<file path="src/rtl/sdram_guard_pkg.sv">
// Package: command codes, limit table type and counter helpers shared by the
// timing guard. Assumes every limit fits in CW bits and is at least 1.
package sdram_guard_pkg;

    localparam int unsigned CW = 4;

    typedef logic [CW-1:0] cnt_t;

    typedef enum logic [2:0] {
        CMD_NOP = 3'd0,
        CMD_ACT = 3'd1,
        CMD_RD  = 3'd2,
        CMD_WR  = 3'd3,
        CMD_PRE = 3'd4,
        CMD_MRS = 3'd5,
        CMD_SRX = 3'd6,
        CMD_PDX = 3'd7
    } cmd_e;

    // Minimum spacings in cycles for one speed grade.
    typedef struct packed {
        cnt_t act_col;   // ACTIVE to READ/WRITE
        cnt_t act_act;   // ACTIVE to ACTIVE, same bank
        cnt_t act_pre;   // ACTIVE to PRECHARGE
        cnt_t pre_act;   // PRECHARGE to ACTIVE
        cnt_t wr_rec;    // write data to PRECHARGE
        cnt_t act_any;   // ACTIVE to ACTIVE, any bank
        cnt_t wap_act;   // write with auto-precharge to ACTIVE
        cnt_t mrs_act;   // mode-register write to ACTIVE
    } lim_t;

    // Select the limit table for a grade code; code 3 aliases code 2.
    function automatic lim_t grade_limits(input logic [1:0] g);
        lim_t l;
        l.wr_rec  = cnt_t'(2);
        l.act_any = cnt_t'(2);
        l.mrs_act = cnt_t'(2);
        case (g)
            2'd0: begin
                l.act_col = cnt_t'(3);  l.act_act = cnt_t'(10);
                l.act_pre = cnt_t'(7);  l.pre_act = cnt_t'(3);
            end
            2'd1: begin
                l.act_col = cnt_t'(2);  l.act_act = cnt_t'(8);
                l.act_pre = cnt_t'(6);  l.pre_act = cnt_t'(2);
            end
            default: begin
                l.act_col = cnt_t'(3);  l.act_act = cnt_t'(9);
                l.act_pre = cnt_t'(6);  l.pre_act = cnt_t'(3);
            end
        endcase
        l.wap_act = l.wr_rec + l.pre_act;
        return l;
    endfunction

    // Load value so that a spacing of n cycles expires n cycles after issue.
    function automatic cnt_t load_of(input cnt_t n);
        return (n == '0) ? '0 : n - 1'b1;
    endfunction

    // Saturating down-count.
    function automatic cnt_t count_down(input cnt_t c);
        return (c == '0) ? '0 : c - 1'b1;
    endfunction

endpackage

</file>
<file path="src/rtl/sdram_bank_timer.sv">
// Per-bank state and spacing counters. Tracks whether the bank is open and
// counts down the ACTIVE, PRECHARGE and write-recovery windows. Assumes `hit`
// is only raised for a command the guard has granted to this bank.
module sdram_bank_timer
    import sdram_guard_pkg::*;
(
    input  logic clk,
    input  logic rst_n,
    input  lim_t lim,
    input  logic hit,
    input  cmd_e cmd,
    input  logic autopre,
    output logic open_o,
    output logic act_ok,
    output logic col_ok,
    output logic pre_ok,
    output logic rp_done
);

    cnt_t rcd_q, rc_q, ras_q, rp_q, wr_q;
    logic open_q;

    // Bank open flag and five counters; a granted command reloads them.
    always_ff @(posedge clk) begin
        if (!rst_n) begin
            open_q <= 1'b0;
            rcd_q  <= '0;
            rc_q   <= '0;
            ras_q  <= '0;
            rp_q   <= '0;
            wr_q   <= '0;
        end else begin
            rcd_q <= count_down(rcd_q);
            rc_q  <= count_down(rc_q);
            ras_q <= count_down(ras_q);
            rp_q  <= count_down(rp_q);
            wr_q  <= count_down(wr_q);
            if (hit) begin
                case (cmd)
                    CMD_ACT: begin
                        open_q <= 1'b1;
                        rcd_q  <= load_of(lim.act_col);
                        rc_q   <= load_of(lim.act_act);
                        ras_q  <= load_of(lim.act_pre);
                    end
                    CMD_WR: begin
                        wr_q <= load_of(lim.wr_rec);
                        if (autopre) begin
                            open_q <= 1'b0;
                            rp_q   <= load_of(lim.wap_act);
                        end
                    end
                    CMD_RD: begin
                        if (autopre) begin
                            open_q <= 1'b0;
                            rp_q   <= load_of(lim.pre_act);
                        end
                    end
                    CMD_PRE: begin
                        open_q <= 1'b0;
                        rp_q   <= load_of(lim.pre_act);
                    end
                    default: ;
                endcase
            end
        end
    end

    // Readiness flags derived from state and counters.
    always_comb begin
        open_o  = open_q;
        rp_done = (rp_q == '0);
        act_ok  = !open_q && (rc_q == '0) && rp_done;
        col_ok  = open_q && (rcd_q == '0);
        pre_ok  = open_q && (ras_q == '0) && (wr_q == '0);
    end

    a_r2_no_col_after_act: assert property (@(posedge clk) disable iff (!rst_n)
        (hit && cmd == CMD_ACT) |=> !col_ok);

    a_r4_no_act_after_pre: assert property (@(posedge clk) disable iff (!rst_n)
        (hit && cmd == CMD_PRE) |=> !act_ok);

endmodule

</file>
<file path="src/rtl/sdram_cmd_spacing.sv">
// Shared spacing counters: ACTIVE to ACTIVE across banks, mode-register
// settle time and the quiet period after self-refresh exit. Reset leaves the
// mode-register delay pending so the first ACTIVE waits for it.
module sdram_cmd_spacing
    import sdram_guard_pkg::*;
(
    input  logic clk,
    input  logic rst_n,
    input  lim_t lim,
    input  logic act_go,
    input  logic mrs_go,
    input  logic srx_go,
    output logic rrd_ok,
    output logic mrd_ok,
    output logic srx_ok
);

    cnt_t rrd_q, mrd_q, srx_q;

    // Reload on the granted command, otherwise count down to zero.
    always_ff @(posedge clk) begin
        if (!rst_n) begin
            rrd_q <= '0;
            mrd_q <= load_of(lim.mrs_act);
            srx_q <= '0;
        end else begin
            rrd_q <= act_go ? load_of(lim.act_any) : count_down(rrd_q);
            mrd_q <= mrs_go ? load_of(lim.mrs_act) : count_down(mrd_q);
            srx_q <= srx_go ? load_of(lim.act_act) : count_down(srx_q);
        end
    end

    // Expired-counter flags.
    always_comb begin
        rrd_ok = (rrd_q == '0);
        mrd_ok = (mrd_q == '0);
        srx_ok = (srx_q == '0);
    end

endmodule

</file>
<file path="src/rtl/sdram_dq_timing.sv">
// Data-bus side timing: write mask with no delay, read mask delayed by a
// fixed latency, and the bus-release pulse CAS-latency cycles after an
// explicit PRECHARGE. Assumes CAS latency is 2 or 3.
module sdram_dq_timing #(
    parameter int unsigned MAX_CL     = 3,
    parameter int unsigned RD_MASK_LAT = 2
) (
    input  logic clk,
    input  logic rst_n,
    input  logic cas_lat3,
    input  logic dqm_in,
    input  logic pre_go,
    output logic wr_mask,
    output logic rd_mask,
    output logic dq_hiz
);

    localparam int unsigned CL_LO = MAX_CL - 1;

    logic [MAX_CL-1:0]      pre_sr;
    logic [RD_MASK_LAT-1:0] dqm_sr;

    // Shift the PRECHARGE marker and the mask through their delay lines.
    always_ff @(posedge clk) begin
        if (!rst_n) begin
            pre_sr <= '0;
            dqm_sr <= '0;
        end else begin
            pre_sr <= {pre_sr[MAX_CL-2:0], pre_go};
            dqm_sr <= {dqm_sr[RD_MASK_LAT-2:0], dqm_in};
        end
    end

    // Tap the delay lines.
    always_comb begin
        wr_mask = dqm_in;
        rd_mask = dqm_sr[RD_MASK_LAT-1];
        dq_hiz  = cas_lat3 ? pre_sr[MAX_CL-1] : pre_sr[CL_LO-1];
    end

endmodule

</file>
<file path="src/rtl/sdram_cmd_guard.sv">
// Top of the command timing guard. Decodes the requested command, checks the
// bank state for protocol errors and combines the bank and shared counters
// into a same-cycle grant. Assumes grade_sel and cas_lat3 change only while
// the bus is idle and that NBANK is a power of two.
module sdram_cmd_guard
    import sdram_guard_pkg::*;
#(
    parameter int unsigned NBANK  = 4,
    parameter int unsigned BANK_W = $clog2(NBANK)
) (
    input  logic              clk,
    input  logic              rst_n,
    input  logic [1:0]        grade_sel,
    input  logic              cas_lat3,
    input  logic              req_valid,
    input  logic [2:0]        req_cmd,
    input  logic [BANK_W-1:0] req_bank,
    input  logic              req_autopre,
    input  logic              dqm_in,
    output logic              grant,
    output logic              proto_err,
    output logic              wr_mask,
    output logic              rd_mask,
    output logic              dq_hiz
);

    lim_t lim;
    cmd_e cmd;
    logic [NBANK-1:0] b_open, b_act_ok, b_col_ok, b_pre_ok, b_rp_done, b_hit;
    logic rrd_ok, mrd_ok, srx_ok;
    logic cmd_ok, cmd_err;

    // Grade table and command decode.
    always_comb begin
        lim = grade_limits(grade_sel);
        cmd = cmd_e'(req_cmd);
    end

    // One timer per bank.
    for (genvar b = 0; b < NBANK; b++) begin : g_bank
        assign b_hit[b] = grant && (req_bank == BANK_W'(b));
        sdram_bank_timer u_bank (
            .clk     (clk),
            .rst_n   (rst_n),
            .lim     (lim),
            .hit     (b_hit[b]),
            .cmd     (cmd),
            .autopre (req_autopre),
            .open_o  (b_open[b]),
            .act_ok  (b_act_ok[b]),
            .col_ok  (b_col_ok[b]),
            .pre_ok  (b_pre_ok[b]),
            .rp_done (b_rp_done[b])
        );
    end

    sdram_cmd_spacing u_spacing (
        .clk    (clk),
        .rst_n  (rst_n),
        .lim    (lim),
        .act_go (grant && cmd == CMD_ACT),
        .mrs_go (grant && cmd == CMD_MRS),
        .srx_go (grant && cmd == CMD_SRX),
        .rrd_ok (rrd_ok),
        .mrd_ok (mrd_ok),
        .srx_ok (srx_ok)
    );

    sdram_dq_timing #(.MAX_CL(3), .RD_MASK_LAT(2)) u_dq (
        .clk      (clk),
        .rst_n    (rst_n),
        .cas_lat3 (cas_lat3),
        .dqm_in   (dqm_in),
        .pre_go   (grant && cmd == CMD_PRE),
        .wr_mask  (wr_mask),
        .rd_mask  (rd_mask),
        .dq_hiz   (dq_hiz)
    );

    // Per-command legality and readiness.
    always_comb begin
        cmd_ok  = 1'b0;
        cmd_err = 1'b0;
        case (cmd)
            CMD_NOP: cmd_ok = 1'b1;
            CMD_ACT: begin
                cmd_err = b_open[req_bank];
                cmd_ok  = b_act_ok[req_bank] && rrd_ok && mrd_ok;
            end
            CMD_RD, CMD_WR: begin
                cmd_err = !b_open[req_bank];
                cmd_ok  = b_col_ok[req_bank];
            end
            CMD_PRE: begin
                cmd_err = !b_open[req_bank];
                cmd_ok  = b_pre_ok[req_bank];
            end
            CMD_MRS: begin
                cmd_err = |b_open;
                cmd_ok  = &b_rp_done;
            end
            default: cmd_ok = 1'b1;
        endcase
        if (!srx_ok && cmd != CMD_NOP) cmd_ok = 1'b0;
    end

    // Outputs to the issuer.
    always_comb begin
        grant     = req_valid && cmd_ok && !cmd_err;
        proto_err = req_valid && cmd_err;
    end

    a_r6_act_spacing: assert property (@(posedge clk) disable iff (!rst_n)
        (grant && cmd == CMD_ACT) |=> !(grant && cmd == CMD_ACT));

    a_r9_srx_quiet: assert property (@(posedge clk) disable iff (!rst_n)
        (grant && cmd == CMD_SRX) |=> !(grant && cmd != CMD_NOP));

    a_r11_err_blocks: assert property (@(posedge clk) disable iff (!rst_n)
        proto_err |-> !grant);

endmodule

</file>
<file path="config.mk">
export PLATFORM = sky130hd
export DESIGN_NAME = sdram_cmd_guard
export DESIGN_NICKNAME = d
export VERILOG_FILES = /design/src/rtl/sdram_guard_pkg.sv /design/src/rtl/sdram_bank_timer.sv /design/src/rtl/sdram_cmd_spacing.sv /design/src/rtl/sdram_dq_timing.sv /design/src/rtl/sdram_cmd_guard.sv
export SDC_FILE = /design/constraint.sdc
export NUM_CORES = 1
export LEC_CHECK = 0
export ABC_AREA = 1
export ABC_CLOCK_PERIOD_IN_PS = 2000
export BUFFER_PORTS_ARGS = -buffer_cell sky130_fd_sc_hd__buf_4
export CORE_ASPECT_RATIO = 1.75
export CORE_MARGIN = 4
export CORE_UTILIZATION = 45
export CTS_BUF_LIST = sky130_fd_sc_hd__clkbuf_4
export CTS_CLUSTER_SIZE = 40
export DETAILED_ROUTE_END_ITERATION = 6
export PLACE_DENSITY_LB_ADDON = 0.1
export SLEW_MARGIN = 20
export SYNTH_ARGS = -nofsm -noshare
export SYNTH_HDL_FRONTEND = slang
export SYNTH_SLANG_ARGS = --single-unit
</file>
<file path="constraint.sdc">
create_clock -name clk -period 2 [get_ports clk]
set_input_delay 0.2 -clock clk [delete_from_list [all_inputs] [get_ports clk]]
set_output_delay 0.2 -clock clk [all_outputs]
set_load 0.05 [all_outputs]
</file>
# Word level (Yosys, flattened, before mapping)
# Index checks and enable logic that the tools add are counted.
dict set report classes {
  n_addsub 29
  order_cmp 1
  eq_ne 11
  n_mux 93
  n_bitwise 1
  reduce_logical 84
}
# op n
set ops {}
lappend ops {{4-bit 2-to-1 mux} 71}
lappend ops {{4-bit zero test} 28}
lappend ops {{4-bit by 1-bit subtractor with 4-bit output (second input constant)} 27}
lappend ops {{4-bit one-hot mux with 3 select lines} 4}
lappend ops {{1-bit logical AND} 34}
lappend ops {{13-bit one-hot mux with 2 select lines} 1}
lappend ops {{3-bit AND reduction} 4}
lappend ops {{1-bit 2-to-1 mux} 10}
lappend ops {{3-bit equality test (second input constant)} 3}
lappend ops {{3-bit OR reduction} 3}
lappend ops {{1-bit binary-select mux with 2-bit select} 4}
lappend ops {{1-bit zero test} 7}
lappend ops {{3-bit by 2-bit equality test with 1-bit output (second input constant)} 2}
lappend ops {{1-bit one-hot mux with 3 select lines} 2}
lappend ops {{3-bit nonzero test} 2}
lappend ops {{2-bit by 4-bit adder with 4-bit output (first input constant)} 1}
lappend ops {{2-bit by 1-bit equality test with 1-bit output (second input constant)} 2}
lappend ops {{2-bit equality test (second input constant)} 2}
lappend ops {{2-bit zero test} 2}
lappend ops {{1-bit one-hot mux with 4 select lines} 1}
lappend ops {{4-bit AND reduction} 1}
lappend ops {{2-bit OR reduction} 2}
lappend ops {{4-bit OR reduction} 1}
lappend ops {{3-bit by 1-bit equality test with 1-bit output (second input constant)} 1}
lappend ops {{other kinds (4)} 4}
dict set report totals {
  register_bits 101
  out_inout_bits 5
  elab_cells 250
}

# Logic depth before layout (Yosys ltp)
# Gate-level depths: netlist of run 1.
dict set report logic_depth {
  depth_word 13
  mapped_depth 16
}

# Cells and area by module
# Synthesis of run 1 repeated with hierarchy kept, for this count alone.
dict set report hier_totals {
  cells_unflattened 1262
  hier_area_um2 7475.9
}
# module n_inst cells_each area_per_inst_um2 seq_area_each_um2
set by_module_without_submodules {}
lappend by_module_without_submodules {sdram_bank_timer 4 257 1545.2 420.4}
lappend by_module_without_submodules {sdram_cmd_spacing 1 113 710.7 240.2}
lappend by_module_without_submodules {sdram_cmd_guard 1 101 424.2 0.0}
lappend by_module_without_submodules {sdram_dq_timing 1 20 160.2 100.1}

# Least setup slack after synthesis of run 1
# Ideal clock, no wire load.
dict set report synth_timing {
  kind {flip-flop to flip-flop}
  from {reg u_spacing.srx_q[1]}
  to {reg u_spacing.mrd_q[3]}
  setup_ns 0.116
  arrival_ns 1.788
  path_slack_ns 0.096
  path_stages_with_launch 12
  n_path_buf 0
  path_cell_list {dfxtp_1 -> nor2_1 -> nand2_1 -> or2_2 -> nand2_1 -> nand2_1 -> nor2_8 -> nand2_2 -> inv_2 -> nand2_1 -> nand3_1 -> nor2_1}
}
dict set report synth_between {
  elab_chain_len 8
}
# item line
set synth_rtl {}
lappend synth_rtl {{start, declared} sdram_cmd_spacing.sv:18} ;# cnt_t rrd_q, mrd_q, srx_q;
lappend synth_rtl {{start signal, assigned} sdram_cmd_spacing.sv:29} ;# srx_q <= srx_go ? load_of(lim.act_act) : count_down(srx_q);
lappend synth_rtl {{4-bit zero test} sdram_cmd_spacing.sv:37} ;# srx_ok = (srx_q == '0);
lappend synth_rtl {{1-bit zero test} sdram_cmd_guard.sv:104} ;# if (!srx_ok && cmd != CMD_NOP) cmd_ok = 1'b0;
lappend synth_rtl {{1-bit logical AND} sdram_cmd_guard.sv:104}
lappend synth_rtl {{1-bit 2-to-1 mux} sdram_cmd_guard.sv:104}
lappend synth_rtl {{1-bit logical AND (2 in a row)} sdram_cmd_guard.sv:109} ;# grant = req_valid && cmd_ok && !cmd_err;
lappend synth_rtl {{via grant} sdram_cmd_guard.sv:20} ;# output logic grant,
lappend synth_rtl {{1-bit logical AND} sdram_cmd_guard.sv:62} ;# .mrs_go (grant && cmd == CMD_MRS),
lappend synth_rtl {{3-bit OR reduction (no source line)} --}
lappend synth_rtl {{end signal, assigned} sdram_cmd_spacing.sv:24} ;# mrd_q <= load_of(lim.mrs_act);
lappend synth_rtl {{end signal, assigned} sdram_cmd_spacing.sv:28} ;# mrd_q <= mrs_go ? load_of(lim.mrs_act) : count_down(mrd_q);
lappend synth_rtl {{end, declared} sdram_cmd_spacing.sv:18}
# The timed path passes the listed nets, and every way through them passes these cells.
# A chain may end at the register's enable or synchronous reset.

# Final worst setup path of run 1
dict set report layout_timing {
  from {reg g_bank[0].u_bank.rcd_q[1]}
  to {out grant}
}
dict set report layout_between {
  elab_chain_len 8
}
# item line
set layout_rtl {}
lappend layout_rtl {{start, declared} sdram_bank_timer.sv:20} ;# cnt_t rcd_q, rc_q, ras_q, rp_q, wr_q;
lappend layout_rtl {{start signal, assigned} sdram_bank_timer.sv:33} ;# rcd_q <= count_down(rcd_q);
lappend layout_rtl {{start signal, assigned} sdram_bank_timer.sv:42} ;# rcd_q <= load_of(lim.act_col);
lappend layout_rtl {{4-bit zero test} sdram_bank_timer.sv:74} ;# col_ok = open_q && (rcd_q == '0);
lappend layout_rtl {{1-bit logical AND} sdram_bank_timer.sv:74}
lappend layout_rtl {{1-bit binary-select mux with 2-bit select} sdram_cmd_guard.sv:92} ;# cmd_ok = b_col_ok[req_bank];
lappend layout_rtl {{1-bit 2-to-1 mux (not written as such)} sdram_cmd_guard.sv:92}
lappend layout_rtl {{1-bit one-hot mux with 4 select lines} sdram_cmd_guard.sv:84} ;# case (cmd)
lappend layout_rtl {{1-bit 2-to-1 mux} sdram_cmd_guard.sv:104}
lappend layout_rtl {{1-bit logical AND (2 in a row)} sdram_cmd_guard.sv:109}
lappend layout_rtl {{end, declared} sdram_cmd_guard.sv:20}
# Every way passes these cells. The select of a mux whose other input is x is not followed.

==> flow_metrics.env, run 1 <==
export IMPL_cp_max_fo=5
export IMPL_post_route_period_util_pct=113
export IMPL_overflow=0
export IMPL_placedCellCount=1064
export IMPL_synthMuxAreaShare_pct=0.210
export IMPL_synth_fa_ha_area_share_pct=0.467
export IMPL_syn_instance_count=858
export IMPL_holdPathEnd="u_spacing.srx_q[3]"
export IMPL_wire_per_inst_um=14.3
export IMPL_setup_slack_ns=-0.250
export IMPL_synth_area_leaders="dfxtp_1, nand2_1, a21oi_1, nor2_1, inv_1"
export IMPL_leakage_nw=3.35
export IMPL_globalplace_congestion=0.930
export IMPL_hold_viol_final=0
export IMPL_synth_top_cell_by_area="dfxtp_1"
export IMPL_synth_top_family_by_area="simple AND/OR/NAND/NOR gates"
export IMPL_start_util_pct=46.0
export IMPL_p_comb_share_pct=24.2
export IMPL_net_switching_power_w=0.00135
export IMPL_synth_edf_count=0
export IMPL_finalMaxSlewViolations=0
export IMPL_grt_max_degree=39
export IMPL_clk_pin_slew_ns=0.16
export IMPL_cts_root_buf="clkbuf_4"
export IMPL_rr_worst_depth=16
export IMPL_drc=0
export IMPL_ys_ff_latch=101
export IMPL_status="finished with violations"
export IMPL_fin_skew_ns=0.0278
export IMPL_die_area_mm2=0.0138
export IMPL_crit_path_max_incr_delay_ns=0.35
export IMPL_rows=52
export IMPL_cp_top_family="simple AND/OR/NAND/NOR gates"
export IMPL_failed_checks="setup timing"
export IMPL_synth_most_common_cell="nand2_1"
export IMPL_synth_xor_area_share_pct=0.490
export IMPL_via_per_inst=5.30
export IMPL_crit_type="flop to output pin"
export IMPL_power_w=0.00427
export IMPL_synth_nets=873
export IMPL_r2r_slack_ns=-0.14
export IMPL_finalSetupViolCount=46
export IMPL_end_kind="output pin"
export IMPL_rsz0062_at_grt="yes"
export IMPL_gr_usage_all_layers_pct=22.2
export IMPL_final_cells=1106
export IMPL_hp_class="input pin to flop"
export IMPL_synthesis_area_mm2=0.00536
export IMPL_pin_count=18
export IMPL_dieWidth_um=90.5
export IMPL_htree_levels=3
export IMPL_p_clk_share_pct=25.6
export IMPL_clockBufferDepth=2
export IMPL_synth_compound_area_share_pct=13.8
export IMPL_synth_flop_cell="dfxtp_1"
export IMPL_r2r_start="g_bank[0].u_bank.rcd_q[1]"
export IMPL_crit_chain="or2_2 -> inv_1 -> nand2_2 -> nand2_2 -> nand3_1 -> nand2_1 -> nor2_2 -> nand2_4 -> nand2_4 -> buf_6 -> inv_6 -> buf_8"
export IMPL_p_per_area_mw_per_mm2=605
export IMPL_hold_path_cell_count=4
export IMPL_ant_nets=0
export IMPL_start_kind="flop"
export IMPL_fin_nets=980
export IMPL_clock_sinks=101
export IMPL_first_global_vias=5617
export IMPL_synth_top_cell_area_share_pct=37.7
export IMPL_max_freq_mhz=444
export IMPL_p_sw_share_pct=31.6
export IMPL_synth_seq_area_share_pct=37.7
export IMPL_synthSimpleGateAreaFrac_pct=37.4
export IMPL_yosys_warnings=0
export IMPL_insertion_delay_ns=0.48
export IMPL_r2r_end="g_bank[3].u_bank.ras_q[1]"
export IMPL_cts_tree="yes"
export IMPL_core_mm2=0.0116
export IMPL_worst_path_buf_inv=4
export IMPL_dp_hpwl_um=11400
export IMPL_drt_wl_total_um=15900
export IMPL_irDropWorstVdd_mv=0.503
export IMPL_drt_initial_drc_count=298
export IMPL_crit_required_ns=1.80
export IMPL_antenna_found_initial=1
export IMPL_finalCriticalPeriod_ns=2.25
export IMPL_critPathSlowestCell="dfxtp_2"
export IMPL_layout_drive_gt1_share_pct=29.9
export IMPL_ys_types=36
export IMPL_grt_pass1_wl_um=25100
export IMPL_cts_made_buffers=9
export IMPL_worst_pin_slew_ns=0.661
export IMPL_hold_start="req_cmd[0]"
export IMPL_synth_area_per_cell_um2=6.25
export IMPL_area_growth_pct=31.7
export IMPL_p_seq_share_pct=50.2
export IMPL_num_vias=5863
export IMPL_synthArstFlopShare_pct=0
export IMPL_die_h_um=152
export IMPL_port_buffers=17
export IMPL_netlist_top_cells_count="nand2_1, nor2_1, dfxtp_1, inv_1, a21oi_1"
export IMPL_p_int_w=0.00292
export IMPL_dr_pass1_iters=5
export IMPL_maxSlewHeadroom_pct=55.6
export IMPL_crit_arrival_ns=2.05
export IMPL_drv_cap=0
-- final cells by class --
class | count | area [um^2]
fillers | 1143 | 4590
flip-flops and latches | 101 | 2060
multi-input cells | 625 | 3270
clock inverters | 7 | 72.6
well taps | 135 | 169
repair inverters | 1 | 5.00
inverters | 112 | 448
clock buffers | 9 | 67.6
repair buffers | 115 | 966
diodes | 1 | 2.50
-- worst max-delay path by stage --
stage	cells past startpoint	endpoint	start	slack, ns
6_report	12	grant	g_bank[0].u_bank.rcd_q[1]	-0.25
5_1_grt	11	grant	g_bank[1].u_bank.wr_q[0]	-0.35
4_1_cts	12	grant	u_spacing.rrd_q[1]	-0.27
3_5_place_dp	12	g_bank[0].u_bank.rp_q[3]	u_spacing.mrd_q[0]	-0.20
3_3_place_gp	12	g_bank[0].u_bank.open_o	u_spacing.rrd_q[0]	-0.18
2_1_floorplan	11	u_spacing.mrd_q[3]	u_spacing.srx_q[1]	0.1
-- power by group through the flow --
| stage | Clock [W] | Combinational, W | Sequential, W |
|---|---|---|---|
| after global routing | 0.00121 | 0.00113 | 0.00215 |
| after floorplan | 0 | 0.000471 | 0.00216 |
| after CTS | 0.00112 | 0.000924 | 0.00214 |
| after global placement | 0 | 0.000710 | 0.00216 |
| final | 0.00109 | 0.00103 | 0.00214 |
| after detailed placement | 0 | 0.000731 | 0.00217 |
-- tightest hold or removal path: stages --
cell and delay, ns:
buf_4 0.11, nor3_1 0.12, nand3_1 0.12, a21oi_1 0.06
-- cell families after synthesis --
kind of cell	after synthesis
adders and majority gates	2
xor gates and xnor gates	3
muxes	1
DFF	101
AOI/OAI and AO/OA	142
buffers and inverters	132
and+or+nand+nor	477
-- sequential cells by signal, indices dropped and copies added, names as in the netlist --
register	cells
g_bank.u_bank.open_o	4
g_bank.u_bank.ras_q	16
g_bank.u_bank.rc_q	16
g_bank.u_bank.rcd_q	16
g_bank.u_bank.rp_q	16
g_bank.u_bank.wr_q	16
u_dq.dqm_sr	2
u_dq.pre_sr	3
u_spacing.mrd_q	4
u_spacing.rrd_q	4
u_spacing.srx_q	4
-- cell usage in the layout, fill, tap and decap left out, types with 5 or more instances in the layout --
| cell type | count |
|---|---|
| a21oi_2 | 11 |
| nand2_2 | 20 |
| buf_6 | 12 |
| nand2_1 | 235 |
| nor3_1 | 17 |
| nand3_4 | 5 |
| a21oi_1 | 78 |
| nor2_1 | 86 |
| nor2_2 | 23 |
| clkbuf_4 | 9 |
| inv_1 | 84 |
| nand3_2 | 14 |
| o21ai_1 | 5 |
| nand4_1 | 10 |
| inv_2 | 19 |
| nand2_4 | 11 |
| buf_4 | 96 |
| dfxtp_2 | 27 |
| dfxtp_1 | 74 |
| nand3_1 | 39 |
| o21ai_0 | 31 |
-- layer usage --
metal / vias up / track usage, % / wire, um
met4: 0 / 11.8 / 708
met1: 2720 / 24.5 / 6440
met5: - / 0 / 0
met3: 49 / 3.66 / 508
met2: 148 / 40.1 / 8190
li1: 2946 / - / -
-- per-stage QoR --
stage | hold WS (ns) | setup WS (ns) | utilization (%) | setup TNS (ns) | area (um^2)
after CTS | 0.113 | -0.269 | 56.5 | -0.590 | 6580
after detailed placement | 0.401 | -0.196 | 52.6 | -6.79 | 6130
after global routing | 0.129 | -0.351 | 60.6 | -8.66 | 7060
after global placement | 0.391 | -0.179 | 52.6 | -4.18 | 6130
final | 0.165 | -0.250 | 60.6 | -2.88 | 7060
after floorplan | 0.298 | 0.0958 | - | 0 | 5360
-- what timing repair did --
| action | CTS | global route |
|---|---|---|
| gates cloned | 0 | 2 |
| setup buffers | 12 | 9 |
| resized for setup | 73 | 124 |
| hold buffers | 2 | 0 |
| endpoints found under the hold margin | 2 | 0 |
| pin swaps | 17 | 23 |
| setup endpoints to repair | 87 | 87 |
Note: power is estimated with default switching activity, not from simulation.
==> run 2, diff against run 1 <==
CORE_ASPECT_RATIO = unset   (was 1.75)
PLACE_DENSITY = 0.7   (was unset)
PLACE_DENSITY_LB_ADDON = unset   (was 0.1)
==> flow_metrics.env, run 2 (synthesis results as in run 1) <==
export IMPL_multi_input_area_mm2=0.00333
export IMPL_ant_nets=0
export IMPL_n_antenna_cell=0
export IMPL_power_w=0.00426
export IMPL_setup_tns_ns=-0.592
export IMPL_gr_usage_all_layers_pct=21.4
export IMPL_port_buffers=17
export IMPL_wire_per_inst_um=13.0
export IMPL_placedCellCount=1062
export IMPL_p_comb_share_pct=21.6
export IMPL_fin_nets=967
export IMPL_num_vias=5570
export IMPL_drv_cap=0
export IMPL_worst_pin_slew_ns=0.484
export IMPL_failed_checks="setup timing"
export IMPL_maxSlewHeadroom_pct=67.6
export IMPL_irDropWorstVdd_mv=0.484
export IMPL_clockBufferDepth=2
export IMPL_cts_made_buffers=9
export IMPL_finalCriticalPeriod_ns=2.11
export IMPL_fin_skew_ns=0.0158
export IMPL_num_fill_cells=1054
export IMPL_final_cells=1100
export IMPL_htree_levels=3
export IMPL_p_sw_share_pct=29.6
export IMPL_first_global_vias=4978
export IMPL_p_int_w=0.00300
export IMPL_globalplace_congestion=0.968
export IMPL_net_switching_power_w=0.00126
export IMPL_dr_pass1_iters=6
export IMPL_drt_wl_total_um=14300
export IMPL_crit_type="flop to output pin"
export IMPL_layout_commonest_cell="nand2_1"
export IMPL_layout_common_cells="nand2_1, inv_1, buf_4"
export IMPL_crit_required_ns=1.80
export IMPL_drc=0
export IMPL_antenna_found_initial=0
export IMPL_p_per_area_mw_per_mm2=603
export IMPL_hold_viol_final=0
export IMPL_status="finished with violations"
export IMPL_finalSetupViolCount=22
export IMPL_setup_slack_ns=-0.107
export IMPL_via_per_inst=5.06
export IMPL_cts_tree="yes"
export IMPL_seq_area_mm2=0.00207
export IMPL_p_seq_share_pct=50.1
export IMPL_end_kind="output pin"
export IMPL_start_kind="flop"
export IMPL_fin_util_pct=61.4
export IMPL_crit_arrival_ns=1.91
export IMPL_area_growth_pct=31.9
export IMPL_cts_root_buf="clkbuf_4"
export IMPL_cp_max_fo=2
export IMPL_leakage_nw=3.33
export IMPL_core_mm2=0.0115
export IMPL_overflow=0
export IMPL_post_route_period_util_pct=105
export IMPL_grt_max_degree=60
export IMPL_drt_initial_drc_count=375
export IMPL_die_area_mm2=0.0137
export IMPL_insertion_delay_ns=0.48
export IMPL_rsz0062_at_grt="yes"
export IMPL_grt_pass1_wl_um=23000
export IMPL_dp_hpwl_um=9770
export IMPL_clock_sinks=101
export IMPL_layout_drive_gt1_share_pct=30.2
export IMPL_rows=39
export IMPL_finalMaxSlewViolations=0
export IMPL_start_util_pct=46.5
export IMPL_die_h_um=117
export IMPL_pin_count=18
export IMPL_p_clk_share_pct=28.3
export IMPL_hp_class="input pin to flop"
export IMPL_dieWidth_um=117
export IMPL_clk_pin_slew_ns=0.15
export IMPL_max_freq_mhz=475
[run 2: repair_timing]
action,in CTS,in global routing
resized for setup,36,182
setup endpoints to repair,45,91
pin swaps,12,32
hold buffers,2,0
setup buffers,5,15
hold endpoints to repair,2,0
[run 2: metrics by stage]
stage	worst slack [ns]	hold WS (ns)	cell area (um^2)
after CTS	-0.166	0.0259	6360
final	-0.107	0.0884	7070
after floorplan	0.0958	0.298	5360
after detailed placement	-0.0492	0.398	6060
after global placement	-0.0439	0.393	6060
after global routing	-0.246	0.0596	7070
[run 2: routing by layer]
metal	track usage [%]	up-vias	part of all wire [%]
met4	5.81	0	1.8
met3	5.71	24	5.3
li1	-	2909	-
met1	28.3	2508	46
met5	0	-	0
met2	34.6	129	47
[run 2: final timing paths]
| kind | slack (ns) | start | to | cells past startpoint |
|---|---|---|---|---|
| setup / recovery | -0.11 | g_bank[2].u_bank.ras_q[1] | grant | 10 |
| setup reg to reg | -0.05 | g_bank[2].u_bank.ras_q[1] | g_bank[1].u_bank.rcd_q[1] | 15 |
| hold reg to reg | 0.43 | u_dq.dqm_sr[0] | u_dq.dqm_sr[1] | 2 |
| hold / removal | 0.09 | rst_n | g_bank[2].u_bank.ras_q[3] | 3 |
[run 2: cell type report]
| type | count | area share (%) |
|---|---|---|
| timing repair buffer | 103 | 12.7 |
| clock buffer | 11 | 1.17 |
| inverter | 112 | 6.20 |
| multi-input combinational | 625 | 47.1 |
| clock inverter | 5 | 1.06 |
| tap | 143 | 2.53 |
| sequential | 101 | 29.2 |
[run 2: power groups by stage]
stage / Sequential (W) / Combinational [W] / Clock (W)
after CTS: 0.00213 / 0.000771 / 0.00125
after global placement: 0.00216 / 0.000711 / 0
after detailed placement: 0.00216 / 0.000714 / 0
after floorplan: 0.00216 / 0.000471 / 0
final: 0.00213 / 0.000921 / 0.00121
after global routing: 0.00214 / 0.00101 / 0.00133
[run 2: worst max-delay path: stages, from the launching register on]
cell	delay, ns
dfxtp_1	0.35
nor2_2	0.12
nand3_1	0.10
o21ai_1	0.14
nand2_1	0.08
nor2_2	0.13
nand3_2	0.13
nand2_4	0.11
nand2_4	0.06
inv_4	0.06
buf_8	0.14
==> run 3, diff against run 2 <==
SYNTH_HIERARCHICAL = 1   (was unset)
==> flow_metrics.env, run 3 <==
export IMPL_status="finished with violations"
export IMPL_failed_checks="setup timing"
export IMPL_synth_edf_count=0
export IMPL_via_per_inst=4.62
export IMPL_synth_flop_cell="dfxtp_1"
export IMPL_setup_tns_ns=-28.45
export IMPL_post_route_period_util_pct=121
export IMPL_antenna_found_initial=1
export IMPL_p_per_area_mw_per_mm2=593
export IMPL_crit_type="flop to output pin"
export IMPL_crit_required_ns=1.80
export IMPL_hold_viol_final=0
export IMPL_drt_wl_total_um=20500
export IMPL_end_kind="output pin"
export IMPL_synth_area_per_cell_um2=5.92
export IMPL_start_kind="flop"
export IMPL_fin_util_pct=67.8
export IMPL_ys_ff_latch=101
export IMPL_yosys_warnings=6
export IMPL_port_buffers=17
export IMPL_crit_chain="inv_2 -> ha_4 -> nand2_4 -> nor2_4 -> inv_2 -> nor3_2 -> nand2_1 -> nand2_1 -> nand2_1 -> nand2_1 -> a21oi_2 -> nand2_2 -> nand3_4 -> buf_6 -> inv_4 -> buf_8"
export IMPL_fin_nets=1720
export IMPL_die_area_mm2=0.0187
export IMPL_layout_common_cells="nand2_1, conb_1, buf_4"
export IMPL_synth_area_leaders="dfxtp_1, nand2_1, inv_1, nand3_1, a21oi_1"
export IMPL_ant_nets=0
export IMPL_synth_most_common_cell="nand2_1"
export IMPL_finalSetupViolCount=99
export IMPL_synth_top_cell_area_share_pct=27.0
export IMPL_worst_path_buf_inv=5
export IMPL_critPathSlowestCell="dfxtp_2"
export IMPL_first_global_vias=8067
export IMPL_syn_instance_count=1262
export IMPL_pin_count=18
export IMPL_cp_top_family="simple AND/OR/NAND/NOR gates"
export IMPL_final_cells=1909
export IMPL_ys_types=35
export IMPL_num_vias=8812
export IMPL_dr_pass1_iters=6
export IMPL_drv_cap=0
export IMPL_setup_slack_ns=-0.415
export IMPL_crit_arrival_ns=2.22
export IMPL_hp_class="input pin to flop"
export IMPL_core_mm2=0.0161
export IMPL_cts_root_buf="clkbuf_4"
export IMPL_layout_drive_gt1_share_pct=23.9
export IMPL_placedCellCount=1860
export IMPL_dieWidth_um=137
export IMPL_drc=0
export IMPL_dp_hpwl_um=15200
export IMPL_wire_per_inst_um=10.7
export IMPL_area_growth_pct=45.5
export IMPL_fin_skew_ns=0.0233
export IMPL_leakage_nw=5.47
export IMPL_finalMaxSlewViolations=0
export IMPL_start_util_pct=46.6
export IMPL_irDropWorstVdd_mv=0.446
export IMPL_die_h_um=137
export IMPL_r2r_start="g_bank[1].u_bank/rp_q[1]"
export IMPL_clock_sinks=101
export IMPL_hold_start="req_cmd[2]"
export IMPL_synth_top_cell_by_area="dfxtp_1"
export IMPL_power_w=0.00646
export IMPL_max_freq_mhz=414
export IMPL_cp_max_fo=3
export IMPL_preCtsSetupSlack_ns=-0.481
export IMPL_drt_initial_drc_count=519
export IMPL_overflow=0
export IMPL_rows=46
export IMPL_finalCriticalPeriod_ns=2.42
export IMPL_crit_top_cell="nand2_1"
export IMPL_synthesis_area_mm2=0.00748
export IMPL_clk_pin_slew_ns=0.18
export IMPL_netlist_top_cells_count="nand2_1, inv_1, nor2_1, nand3_1, a21oi_1"
export IMPL_grt_max_degree=37
export IMPL_crit_start="g_bank[1].u_bank/rp_q[1]"
export IMPL_cts_tree="yes"
export IMPL_synth_seq_area_share_pct=27.0
export IMPL_layout_commonest_cell="nand2_1"
export IMPL_rsz0062_at_grt="yes"
export IMPL_grt_pass1_wl_um=34300
export IMPL_insertion_delay_ns=0.51
export IMPL_gr_usage_all_layers_pct=22.1
export IMPL_clockBufferDepth=2
export IMPL_globalplace_congestion=0.894
export IMPL_synthArstFlopShare_pct=0
export IMPL_cts_made_buffers=9
export IMPL_htree_levels=3
export IMPL_crit_path_max_incr_delay_ns=0.36
[run 3: cell families (layout without fill, tap and decap cells)]
group,count (synthesis),after routing,synth area share (%)
AOI/OAI and AO/OA,227,227,16.9
and+or+nand+nor,710,710,41.3
buffers and inverters,194,400,10.4
adders and majority gates,20,20,3.35
xor gates and xnor gates,8,8,0.937
DFF,101,101,27.0
other,2,227,0.100
[run 3: power breakdown]
part,total (W),switching (W),internal (W)
clock network,0.00112,0.000827,0.000288
registers,0.00234,0.000132,0.00221
logic,0.00300,0.00168,0.00132
total,0.00646,0.00264,0.00381
[run 3: stage by stage]
step	hold slack (ns)	area [um^2]
floorplan	0.293	8510
global placement	0.394	10000
detailed placement	0.400	10000
CTS	0.0764	10500
global route	0.146	10900
finish	0.121	10900
[run 3: per-layer routing]
layer  up-vias  share of wire (%)  global-route usage, %
met5         -                  0                      0
met4         0                1.0                   5.16
met3        18                3.5                   2.65
met2       136                 49                   39.9
met1      3905                 47                   28.1
li1       4753                  -                      -
[run 3: final timing paths]
check	to	slack (ns)	cells after the start
worst max-delay path	grant	-0.42	16
worst min register to register	u_dq/dqm_sr[1]	0.43	2
worst max register to register	g_bank[1].u_bank/rcd_q[1]	-0.41	21
worst min-delay path	g_bank[0].u_bank/open_o	0.12	4
[run 3: what timing repair did]
action                     CTS  global route
buffers inserted            13            15
cloned                       2             0
setup endpoints to repair   99            99
hold endpoints to repair     2             0
hold buffers                 2             0
pin swaps                   24            28
resized for setup           73            68
[run 3: final cells by class]
| type | instances | area, um^2 |
|---|---|---|
| diodes | 1 | 2.50 |
| clock buffers | 9 | 67.6 |
| clock inverters | 7 | 67.6 |
| fillers | 1436 | 5180 |
| inverters | 179 | 684 |
| multi-input cells | 1191 | 6050 |
| flip-flops and latches | 101 | 2040 |
| well taps | 216 | 270 |
| repair buffers | 204 | 1690 |
| repair inverters | 1 | 7.51 |
[run 3: tightest hold or removal path: stages]
cell	delay, ns
buf_4	0.15
inv_1	0.10
nand4_1	0.10
a21oi_1	0.06
